<file path="src/rtl/egress_guard_pkg.sv">
package egress_guard_pkg;
    typedef enum logic [1:0] {
        ST_IDLE  = 2'd0,
        ST_PASS  = 2'd1,
        ST_HOLD  = 2'd2,
        ST_PURGE = 2'd3
    } guard_state_e;
endpackage

</file>
<file path="src/rtl/olg_mask_stage.sv">
module olg_mask_stage #(
    parameter int NUM_DIR = 4
) (
    input  logic               clk,
    input  logic               rst_n,
    input  logic [NUM_DIR-1:0] mask_in,
    input  logic               boundary,
    output logic [NUM_DIR-1:0] mask_act
);
    typedef struct packed {
        logic [NUM_DIR-1:0] mask;
    } regs_t;

    regs_t r_d, r_q;

    // New block bits are taken only while no packet is in flight.
    always_comb begin
        r_d = r_q;
        if (boundary) r_d.mask = mask_in;
    end

    always_ff @(posedge clk) begin
        if (!rst_n) r_q <= '0;
        else        r_q <= r_d;
    end

    assign mask_act = r_q.mask;
endmodule

</file>
<file path="src/rtl/olg_status.sv">
module olg_status #(
    parameter int DATA_W = 32,
    parameter int DIR_W  = 2
) (
    input  logic              clk,
    input  logic              rst_n,
    input  logic              rec,
    input  logic [DIR_W-1:0]  rec_dir,
    input  logic [DATA_W-1:0] rec_hdr,
    input  logic              clr,
    output logic              valid,
    output logic [DIR_W-1:0]  dir,
    output logic [DATA_W-1:0] hdr
);
    typedef struct packed {
        logic              valid;
        logic [DIR_W-1:0]  dir;
        logic [DATA_W-1:0] hdr;
    } regs_t;

    regs_t r_d, r_q;

    always_comb begin
        r_d = r_q;
        if (rec) begin
            r_d.valid = 1'b1;
            r_d.dir   = rec_dir;
            r_d.hdr   = rec_hdr;
        end else if (clr) begin
            r_d.valid = 1'b0;
        end
    end

    always_ff @(posedge clk) begin
        if (!rst_n) r_q <= '0;
        else        r_q <= r_d;
    end

    assign valid = r_q.valid;
    assign dir   = r_q.dir;
    assign hdr   = r_q.hdr;
endmodule

</file>
<file path="src/rtl/olg_seq.sv">
module olg_seq
    import egress_guard_pkg::*;
#(
    parameter int NUM_DIR = 4,
    parameter int DATA_W  = 32,
    parameter int LEN_W   = 7,
    localparam int DIR_W  = $clog2(NUM_DIR),
    localparam int REM_W  = LEN_W + 1
) (
    input  logic               clk,
    input  logic               rst_n,
    input  logic [NUM_DIR-1:0] mask,
    input  logic               stat_busy,
    input  logic               in_valid,
    input  logic [DIR_W-1:0]   in_dir,
    input  logic [DATA_W-1:0]  in_data,
    output logic               in_ready,
    output logic               out_valid,
    output logic [DIR_W-1:0]   out_dir,
    output logic [DATA_W-1:0]  out_data,
    input  logic               out_ready,
    input  logic               drain_req,
    output logic               drain_valid,
    output logic [DATA_W-1:0]  drain_data,
    input  logic               discard,
    output logic               rec,
    output logic               at_boundary
);
    typedef struct packed {
        guard_state_e     st;
        logic [REM_W-1:0] rem;
        logic [DIR_W-1:0] dir;
    } regs_t;

    regs_t r_d, r_q;

    logic             blocked;
    logic [LEN_W-1:0] hdr_len;

    assign hdr_len = in_data[LEN_W-1:0];

    always_comb begin
        blocked = 1'b0;
        for (int i = 0; i < NUM_DIR; i++) begin
            if (in_dir == i[DIR_W-1:0]) blocked = mask[i];
        end
    end

    always_comb begin
        r_d         = r_q;
        in_ready    = 1'b0;
        out_valid   = 1'b0;
        out_dir     = r_q.dir;
        out_data    = in_data;
        drain_valid = 1'b0;
        drain_data  = in_data;
        rec         = 1'b0;
        unique case (r_q.st)
            ST_IDLE: begin
                if (in_valid && !blocked) begin
                    out_valid = 1'b1;
                    out_dir   = in_dir;
                    in_ready  = out_ready;
                    if (out_ready && hdr_len != '0) begin
                        r_d.st  = ST_PASS;
                        r_d.rem = {1'b0, hdr_len};
                        r_d.dir = in_dir;
                    end
                end else if (in_valid && !stat_busy) begin
                    // Violation: hold the header at the input, record it once.
                    rec     = 1'b1;
                    r_d.st  = ST_HOLD;
                    r_d.rem = {1'b0, hdr_len} + REM_W'(1);
                    r_d.dir = in_dir;
                end
            end
            ST_PASS: begin
                out_valid = in_valid;
                in_ready  = out_ready;
                if (in_valid && out_ready) begin
                    r_d.rem = r_q.rem - REM_W'(1);
                    if (r_q.rem == REM_W'(1)) r_d.st = ST_IDLE;
                end
            end
            ST_HOLD: begin
                if (discard) begin
                    r_d.st = ST_PURGE;
                end else if (drain_req && in_valid) begin
                    in_ready    = 1'b1;
                    drain_valid = 1'b1;
                    r_d.rem     = r_q.rem - REM_W'(1);
                    if (r_q.rem == REM_W'(1)) r_d.st = ST_IDLE;
                end
            end
            ST_PURGE: begin
                in_ready = 1'b1;
                if (in_valid) begin
                    r_d.rem = r_q.rem - REM_W'(1);
                    if (r_q.rem == REM_W'(1)) r_d.st = ST_IDLE;
                end
            end
            default: r_d.st = ST_IDLE;
        endcase
    end

    always_ff @(posedge clk) begin
        if (!rst_n) r_q <= '{st: ST_IDLE, rem: '0, dir: '0};
        else        r_q <= r_d;
    end

    assign at_boundary = (r_q.st == ST_IDLE);
endmodule

</file>
<file path="src/rtl/egress_link_guard.sv">
module egress_link_guard #(
    parameter int NUM_DIR = 4,
    parameter int DATA_W  = 32,
    parameter int LEN_W   = 7,
    localparam int DIR_W  = $clog2(NUM_DIR)
) (
    input  logic               clk,
    input  logic               rst_n,
    input  logic [NUM_DIR-1:0] block_mask,
    input  logic               in_valid,
    input  logic [DIR_W-1:0]   in_dir,
    input  logic [DATA_W-1:0]  in_data,
    output logic               in_ready,
    output logic               out_valid,
    output logic [DIR_W-1:0]   out_dir,
    output logic [DATA_W-1:0]  out_data,
    input  logic               out_ready,
    input  logic               drain_req,
    output logic               drain_valid,
    output logic [DATA_W-1:0]  drain_data,
    input  logic               discard,
    input  logic               stat_clear,
    output logic               stat_valid,
    output logic [DIR_W-1:0]   stat_dir,
    output logic [DATA_W-1:0]  stat_hdr,
    output logic               irq
);
    logic [NUM_DIR-1:0] mask_act;
    logic               at_boundary;
    logic               rec;

    olg_mask_stage #(.NUM_DIR(NUM_DIR)) u_mask (
        .clk      (clk),
        .rst_n    (rst_n),
        .mask_in  (block_mask),
        .boundary (at_boundary),
        .mask_act (mask_act)
    );

    olg_seq #(.NUM_DIR(NUM_DIR), .DATA_W(DATA_W), .LEN_W(LEN_W)) u_seq (
        .clk         (clk),
        .rst_n       (rst_n),
        .mask        (mask_act),
        .stat_busy   (stat_valid),
        .in_valid    (in_valid),
        .in_dir      (in_dir),
        .in_data     (in_data),
        .in_ready    (in_ready),
        .out_valid   (out_valid),
        .out_dir     (out_dir),
        .out_data    (out_data),
        .out_ready   (out_ready),
        .drain_req   (drain_req),
        .drain_valid (drain_valid),
        .drain_data  (drain_data),
        .discard     (discard),
        .rec         (rec),
        .at_boundary (at_boundary)
    );

    olg_status #(.DATA_W(DATA_W), .DIR_W(DIR_W)) u_stat (
        .clk     (clk),
        .rst_n   (rst_n),
        .rec     (rec),
        .rec_dir (in_dir),
        .rec_hdr (in_data),
        .clr     (stat_clear),
        .valid   (stat_valid),
        .dir     (stat_dir),
        .hdr     (stat_hdr)
    );

    assign irq = stat_valid;
endmodule

</file>
<file path="config.mk">
export PLATFORM = sky130hd
export DESIGN_NAME = egress_link_guard
export DESIGN_NICKNAME = d
export VERILOG_FILES = /design/src/rtl/egress_guard_pkg.sv /design/src/rtl/olg_mask_stage.sv /design/src/rtl/olg_status.sv /design/src/rtl/olg_seq.sv /design/src/rtl/egress_link_guard.sv
export SDC_FILE = /design/constraint.sdc
export NUM_CORES = 1
export LEC_CHECK = 0
export ABC_CLOCK_PERIOD_IN_PS = 1870
export BUFFER_PORTS_ARGS = -buffer_cell sky130_fd_sc_hd__buf_2
export CORE_MARGIN = 5
export CORE_UTILIZATION = 43
export CTS_BUF_LIST = sky130_fd_sc_hd__clkbuf_8
export DETAILED_ROUTE_END_ITERATION = 8
export MAX_ROUTING_LAYER = met4
export PLACE_DENSITY = 0.89
export SLEW_MARGIN = 20
export SYNTH_ARGS = -nofsm -noshare
export SYNTH_HDL_FRONTEND = slang
export SYNTH_SLANG_ARGS = --single-unit
</file>
<file path="constraint.sdc">
create_clock -name clk -period 1.87 [get_ports clk]
set_input_delay 0.0935 -clock clk [delete_from_list [all_inputs] [get_ports clk]]
set_output_delay 0.0935 -clock clk [all_outputs]
set_load 0.02 [all_outputs]
</file>
==> flow_summary.ini <==
[die]
ios = 150
dieArea_mm2 = 0.008585
row_count = 30
dieWidth_um = 92.66
start_util_pct = 43.72
core-area_mm2 = 0.006719
chipHeight_um = 92.66

[routing]
vias = 3068
wl_mm = 8.945
drt-initial-drc-count = 143
detail-route-antenna-nets = 0
first_pass_iters = 5
routedWlPerCell_um = 15.78
vias_per_cell = 5.411
drc = 0

[power_and_ir_drop]
pwr-share-comb_pct = 37.0
seqPwrFrac_pct = 36.2
power_mw = 3.397
p_sw_share_pct = 34.85
p_leak_nw = 1.781
vdd_ir_drop_max_mv = 0.5967
switchingPower_mw = 1.184
intPower_mw = 2.213
powerDensity_mw_per_mm2 = 863.2
clock_power_share_pct = 26.8

[synth]
yosysTopAreaCellShare_pct = 34.75
synth_edf_count = 0
seq_area_frac_synth_pct = 34.75
syn_nets = 432
async_reset_ff_share_pct = 0
ys_types = 49
synth_top_flop_cell = dfxtp_1
synthTopCellsByArea = dfxtp_1, buf_4, nand2_1
netlist_instances = 383
ys_ff_latch = 51
netlist_area_mm2 = 0.002938
synth.avg_cell_area_um2 = 7.671
yosysTopAreaCell = dfxtp_1
ys.warnings.count = 0

[global_routing]
antenna_found_initial = 0
overflow = 0
grt_util_all_layers_pct = 18.62
grt_pass1_wl_mm = 12.88
grt_pass1_vias = 2720
grt_max_degree = 28

[clock_tree]
cts_tree = done
path_clk_slew_ns = 0.09
cts.sinks = 51
cts_made_buffers = 5
cts_max_level = 2
cts_hold_buf = 0
root_buffer = clkbuf_8
clock_latency_ns = 0.31
clock_path_buffers = 2

[placement]
port_buffers = 149
place_congestion = 0.9963
dp_worst_setup_slack_ns = -0.1919
dp_hpwl_mm = 5.993

[critical_path]
cp.arrival_ns = 1.91
crit_fanout = 6
cp.required_ns = 1.78
crit_type = reg2out
cp-end-kind = output port
worstSetupStartpointType = flop

[sta]
setup_viol = 26
period_share_pct = 107.1
hold_viol_final = 0
max_slew.worst_pin.slew_ns = 0.5883
slew_viol_final = 0
relSlewSlack_pct = 60.78
finalClockSkew_ns = 0.006375
max_freq_ghz = 0.4992
worst_slack_ns = -0.1332
finalCriticalPeriod_ns = 2.003
rsz0062_at_grt = true

[hold_path]
hold_class = in2reg

[final_layout]
mostFrequentLayoutCell = buf_2
num_antenna_cells = 0
nets = 535
most-common-layout-cells = buf_2, nand2_1, dfxtp_1
area_growth_pct = 33.94
drive_gt1_share_pct = 48.25

[status]
status = finished with violations
violations = negative setup slack

[job]
maxCapViolations = 0
==> metrics by stage <==
stage	hold slack (ns)	utilization [%]	instance area, µm²	TNS [ns]	cells
3_3_place_gp	0.3493	49.68	3338	-1.021	542
3_5_place_dp	0.3511	49.68	3338	-1.749	542
2_1_floorplan	0.2295	-	2943	0	383
4_1_cts	0.02879	53.33	3583	-0.6521	555
6_report	0.02482	58.57	3935	-1.190	567
5_1_grt	0.02351	58.57	3935	-3.474	567
==> worst max-delay path, stage by stage, from the launching register on <==
cell and delay, ns:
dfxtp_2 0.33, mux4_2 0.53, buf_6 0.15, buf_8 0.13
nor3_4 0.14, o22ai_2 0.10, nand2b_1 0.09, buf_6 0.12
==> synthesized netlist by cell type (5+ instances only) <==
| cell type | number |
|---|---|
| buf_4 | 65 |
| clkbuf_1 | 17 |
| nand2b_1 | 5 |
| nand2_1 | 89 |
| dfxtp_1 | 51 |
| nor3_1 | 5 |
| nor2_1 | 8 |
| inv_1 | 11 |
| a21oi_1 | 52 |
| nand3_1 | 6 |
| o21ai_0 | 10 |
==> final timing paths <==
path	startpoint	end	slack [ns]	depth (start not counted)
max	u_mask.mask_act[3]	in_ready	-0.13	7
min	block_mask[3]	u_mask.mask_act[3]	0.02	3
max reg2reg	u_mask.mask_act[3]	u_seq.r_q[2]	-0.11	6
min reg2reg	u_stat.hdr[19]	u_stat.hdr[19]	0.45	2
==> logic make-up (layout without fill, tap and decap cells) <==
group           after synthesis  after routing  share of synthesized area [%]
buf+inv                      98            200                          21.17
compound gates               86             87                          18.19
flops                        51             51                          34.75
xor+xnor                      2              2                         0.5964
fa+ha+maj                     4              4                          1.704
mux                           8              8                          3.279
simple gates                134            135                          20.32
==> timing repair <==
action | CTS | global route
buffers inserted | 4 | 7
gates resized for setup | 19 | 64
gates cloned | 1 | 5
pin swaps | 6 | 36
endpoints found under the setup margin | 23 | 32
==> layer usage <==
metal / vias up / GRT usage, % / routed length [µm]
met5: - / - / 0
met4: 0 / 5.006 / 171
met3: 18 / 3.331 / 763
met2: 182 / 32.02 / 4616
met1: 1424 / 22.50 / 3395
li1: 1444 / - / -
==> final cells by class <==
cell class,instances,area (µm²)
Fill cell,568,2784
Multi-Input combinational cell,236,1534
Clock inverter,3,63.81
Sequential cell,51,1022
Clock buffer,5,68.82
Timing Repair Buffer,180,1101
Tap cell,80,100.1
Inverter,12,45.04
==> flip-flops by register name, indices dropped and copies added (netlist names) <==
register	count
u_stat.hdr	32
u_seq.r_q	12
u_mask.mask_act	4
u_stat.dir	2
u_stat.valid	1
==> power groups by stage <==
| stage | Clock (mW) | Combinational [mW] | Sequential [mW] |
|---|---|---|---|
| 2_1_floorplan | 0 | 0.694 | 1.28 |
| 4_1_cts | 0.918 | 1.06 | 1.22 |
| 3_5_place_dp | 0 | 0.992 | 1.25 |
| 6_report | 0.910 | 1.26 | 1.23 |
| 5_1_grt | 0.968 | 1.34 | 1.24 |
| 3_3_place_gp | 0 | 0.965 | 1.24 |
(Power assumes the default switching activity.)
